==> config.mk <==
export PLATFORM = sky130hd
export DESIGN_NAME = fw_load_ctl
export DESIGN_NICKNAME = d
export VERILOG_FILES = /design/src/rtl/fw_load_ctl.sv
export SDC_FILE = /design/constraint.sdc
export NUM_CORES = 1
export LEC_CHECK = 0
export ABC_AREA = 1
export BUFFER_PORTS_ARGS = -buffer_cell sky130_fd_sc_hd__buf_2
export CELL_PAD_IN_SITES_DETAIL_PLACEMENT = 0
export CELL_PAD_IN_SITES_GLOBAL_PLACEMENT = 1
export CORE_MARGIN = 5
export CORE_UTILIZATION = 30
export DETAILED_ROUTE_END_ITERATION = 12
export PLACE_DENSITY_LB_ADDON = 0.1
export SLEW_MARGIN = 40
export SYNTH_ARGS = -nofsm -noshare
export SYNTH_HDL_FRONTEND = slang
export SYNTH_SLANG_ARGS = --single-unit
export TNS_END_PERCENT = 30
==> constraint.sdc <==
create_clock -name clk -period 1.05 [get_ports clk]
set_input_delay 0.1575 -clock clk [delete_from_list [all_inputs] [get_ports clk]]
set_output_delay 0.1575 -clock clk [all_outputs]
set_load 0.02 [all_outputs]
==> src/rtl/fw_load_ctl.sv <==
module fw_load_ctl #(
  parameter int AW = 10
) (
  input  logic          clk,
  input  logic          rst_n,
  input  logic          host_we,
  input  logic [1:0]    host_addr,
  input  logic [7:0]    host_wdata,
  output logic [7:0]    host_rdata,
  input  logic          s_valid,
  input  logic [7:0]    s_data,
  output logic          s_ready,
  output logic          pm_we,
  output logic [AW-1:0] pm_addr,
  output logic [7:0]    pm_wdata,
  output logic          cp_run,
  output logic [6:0]    cp_cmd,
  input  logic [7:0]    cp_status,
  input  logic          cp_evt,
  output logic          irq
);

  logic          run_q, load_q, evt_q;
  logic [6:0]    cmd_q;
  logic [AW-1:0] ptr_q;

  wire wr_ctrl  = host_we && (host_addr == 2'd0);
  wire wr_cmd   = host_we && (host_addr == 2'd1);
  wire data_sel = host_we && (host_addr == 2'd2);
  wire open_win = load_q && !run_q;
  wire wr_data  = data_sel && open_win;
  wire s_fire   = s_valid && s_ready;
  wire acc      = wr_data || s_fire;
  wire run_drop = wr_ctrl && run_q && !host_wdata[0];

  assign s_ready = open_win && !data_sel;
  assign cp_run  = run_q;
  assign cp_cmd  = cmd_q;
  assign irq     = evt_q;

  always_comb begin
    case (host_addr)
      2'd0:    host_rdata = {5'b0, evt_q, load_q, run_q};
      2'd1:    host_rdata = {1'b0, cmd_q};
      2'd3:    host_rdata = cp_status;
      default: host_rdata = 8'h00;
    endcase
  end

  always_ff @(posedge clk) begin
    if (!rst_n) begin
      run_q    <= 1'b0;
      load_q   <= 1'b0;
      evt_q    <= 1'b0;
      cmd_q    <= '0;
      ptr_q    <= '0;
      pm_we    <= 1'b0;
      pm_addr  <= '0;
      pm_wdata <= '0;
    end else begin
      if (wr_ctrl) begin
        run_q  <= host_wdata[0];
        load_q <= host_wdata[1];
      end
      if (wr_cmd) cmd_q <= host_wdata[6:0];
      if (cp_evt) evt_q <= 1'b1;
      else if (wr_ctrl && host_wdata[2]) evt_q <= 1'b0;
      pm_we <= acc;
      if (acc) begin
        pm_addr  <= ptr_q;
        pm_wdata <= wr_data ? host_wdata : s_data;
      end
      if (run_drop) ptr_q <= '0;
      else if (acc) ptr_q <= ptr_q + 1'b1;
    end
  end


  write_out_chk: assert property (@(posedge clk) disable iff (!rst_n)
    acc |=> (pm_we && pm_addr == $past(ptr_q) && ptr_q == $past(ptr_q) + 1'b1));


  ignored_data_chk: assert property (@(posedge clk) disable iff (!rst_n)
    (data_sel && (!load_q || run_q)) |=> (!pm_we && ptr_q == $past(ptr_q)));


  ptr_clear_chk: assert property (@(posedge clk) disable iff (!rst_n)
    run_drop |=> (ptr_q == '0));


  ptr_keep_chk: assert property (@(posedge clk) disable iff (!rst_n)
    (wr_ctrl && !run_q && !host_wdata[0] && !s_fire) |=> $stable(ptr_q));


  ready_gate_chk: assert property (@(posedge clk) disable iff (!rst_n)
    s_ready |-> (!cp_run && load_q));


  evt_set_chk: assert property (@(posedge clk) disable iff (!rst_n)
    cp_evt |=> irq);

endmodule

==> flow_metrics.py <==
metrics = {
    "run_status": {
        "status": "finished, violations left",
        "violations": "negative setup slack",
    },
    "route": {
        "post_drt_via_cell_ratio": 4.42,
        "dr_total_vias": 1905,
        "drt_wl_total_um": 5330,
        "drtIter0Drc": 45,
        "wl_per_cell_um": 12.4,
        "ant_nets": 0,
        "drtPass1Iterations": 4,
        "drc": 0,
    },
    "timing": {
        "period_needed_ns": 1.28,
        "finClkSkew_ns": 0.00898,
        "finalSetupViolations": 36,
        "rsz0062_at_grt": "yes",
        "holdWs_ns": 0.0829,
        "fmax_ghz": 0.780,
        "slew_violations": 0,
        "worst_pin_slew_ns": 0.424,
        "fin_crit_sh": 1.22,
        "fin_ws_ns": -0.233,
        "slew_headroom": 0.717,
        "hold_violations": 0,
    },
    "clock_tree": {
        "cts_buffers": 5,
        "cts-root-buf": "clkbuf_8",
        "tritoncts": "yes",
        "hold_buffers": 0,
        "htree_levels": 2,
        "clk_latency_ns": 0.29,
        "cts_buffer_depth": 2,
        "cts_sinks": 39,
        "path_clk_slew_ns": 0.08,
    },
    "layout": {
        "n_fill_cell": 601,
        "drive_gt1_frac": 0.469,
        "nNetsFinal": 387,
        "fin_area_um2": 2810,
        "diodes": 0,
        "area_growth_pct": 56.0,
    },
    "grt": {
        "grt-ovfl-total": 0,
        "grt_pass1_vias": 1870,
        "grt_usage": 0.145,
        "grt_pass1_wl_um": 8780,
        "grt_max_degree": 14,
        "antenna_found_initial": 0,
    },
    "die": {
        "initial_utilization": 0.306,
        "die_w_um": 87.5,
        "rows": 28,
        "die_height_um": 87.5,
        "ioPinCount": 68,
        "dieArea_um2": 7660,
        "fp.coreArea_um2": 5890,
    },
    "logic_synthesis": {
        "synth_warnings": 0,
        "synth_seq_area_share": 0.433,
        "ys_seq_elements": 39,
        "syn_nets": 283,
        "netlist.area_leader.share": 0.433,
        "synthCells": 251,
        "ys_types": 28,
        "synth_area_um2": 1800,
        "synth_area_leader_cell": "dfxtp_1",
        "synth.avg_cell_area_um2": 7.18,
        "synthTopCellsByArea": "dfxtp_1, nand2_1, nor2_1, o21ai_0, inv_1",
    },
    "worst_setup_path": {
        "worst_setup_path_start_kind": "flop",
        "worstPathArrival_ns": 1.13,
        "cp.required_ns": 0.89,
        "crit_path_end_kind": "output port",
        "crit_fanout": 3,
        "crit_type": "reg2out",
    },
    "worst_hold_path": {
        "hold_path.class": "in2reg",
    },
    "placed_design": {
        "dp_hpwl_um": 4020,
        "portBuffers": 67,
        "gp_congestion": 0.824,
        "place_ws_ns": -0.243,
        "dpl-instance-area_um2": 2460,
    },
    "power": {
        "p_per_area_nw_per_um2": 1220,
        "leakage_nw": 1.22,
        "vdd_ir_drop_max_mv": 0.478,
    },
    "run": {
        "cap_violations": 0,
    },
}
## flip-flops by register name, summed over array words and instances (netlist names)
register,flops
pm_we,1
pm_wdata,8
load_q,1
cp_run,1
irq,1
cp_cmd,7
ptr_q,10
pm_addr,10
## layout by cell type, fill, tap and decap left out, types with 3 or more instances in the layout
master	count
a21oi_1	14
a31oi_1	8
buf_2	58
buf_4	36
buf_6	12
clkbuf_8	6
dfxtp_1	27
dfxtp_2	10
inv_1	14
inv_2	10
nand2_1	58
nand2_2	4
nand3_1	5
nand3_2	4
nand4_1	9
nor2_1	31
nor2_4	4
o21ai_0	17
o21ai_2	3
## final timing paths
kind                                from                     end  slack, ns  cells after the start
setup reg to reg     load_q$_SDFFE_PN0P_   ptr_q[6]$_SDFFE_PP0P_      -0.16                      8
hold / removal                    cp_evt        irq$_SDFFE_PN0P_       0.08                      3
hold reg to reg   cp_cmd[2]$_SDFFE_PN0P_  cp_cmd[2]$_SDFFE_PN0P_       0.45                      2
setup / recovery     cp_run$_SDFFE_PN0P_           host_rdata[0]      -0.23                      4
## synth_stat cells
| cell type | count |
|---|---|
| dfxtp_1 | 39 |
| nand3_2 | 1 |
| clkbuf_1 | 2 |
| nor2_2 | 2 |
| nand2_2 | 2 |
| nor2_1 | 34 |
| a211oi_1 | 1 |
| inv_1 | 23 |
| nand2_4 | 1 |
| nand4_1 | 9 |
| nand3_1 | 8 |
| buf_6 | 4 |
| a31oi_1 | 8 |
| nor2_4 | 1 |
| ha_1 | 1 |
| nand2_1 | 61 |
| clkbuf_2 | 1 |
| o21ai_2 | 1 |
| inv_2 | 2 |
| o221ai_1 | 2 |
| o21ai_0 | 22 |
| nor3b_2 | 1 |
| buf_2 | 2 |
| a21oi_1 | 16 |
| buf_4 | 2 |
| o211ai_1 | 1 |
| xor2_1 | 2 |
| nor3_1 | 2 |
## metrics by stage
stage / total power, mW / cells / util / TNS (ns)
after floorplan: 1.85 / 251 / - / -0.521
after global placement: 2.08 / 418 / 0.419 / -4.02
after detailed placement: 2.08 / 418 / 0.419 / -4.82
after CTS: 3.44 / 428 / 0.455 / -3.69
after global routing: 3.59 / 431 / 0.478 / -6.07
final: 3.42 / 431 / 0.478 / -3.37
## area by class of cell
type	instances	area [um2]	area share
multi-input cells	176	967	0.344
clock inverters	2	35.0	0.0125
well taps	75	93.8	0.0334
inverters	25	96.3	0.0343
clock buffers	6	82.6	0.0294
flip-flops and latches	39	801	0.285
repair buffers	108	736	0.262
## power breakdown
part           switching [mW]  total (mW)  internal (mW)
Sequential             0.0288        1.55           1.53
Combinational           0.314       0.557          0.243
Clock                   0.537        1.31          0.769
## metal layers
layer | routed length, um | global-route usage | part of all wire
met5 | 0 | 0 | 0
met4 | 33 | 0.0391 | 0.0062
met3 | 286 | 0.0341 | 0.054
met2 | 2480 | 0.236 | 0.47
met1 | 2530 | 0.191 | 0.47
## critical path, cell delays in order, from the launching register on
cell      delay (ns)
dfxtp_4         0.39
inv_4           0.04
buf_6           0.11
o221ai_4        0.16
buf_6           0.14
## repair_timing
action | 4_1_cts | 5_1_grt
gates resized for setup | 30 | 39
pin swaps | 14 | 14
setup endpoints to repair | 37 | 38
setup buffers | 2 | 3
hold endpoints to repair | 0 | 0
## cells by family (layout without fill, tap and decap cells)
logic type	count (synthesis)	count (layout)	share of synthesized area
AO/OA/AOI/OAI	51	51	0.156
adder cells (fa/ha/maj)	1	1	0.00694
XOR/XNOR	2	2	0.00972
flip-flops	39	39	0.433
buffers and inverters	36	141	0.0979
AND/OR/NAND/NOR	122	122	0.296
Note: power is estimated with default switching activity, not from simulation.
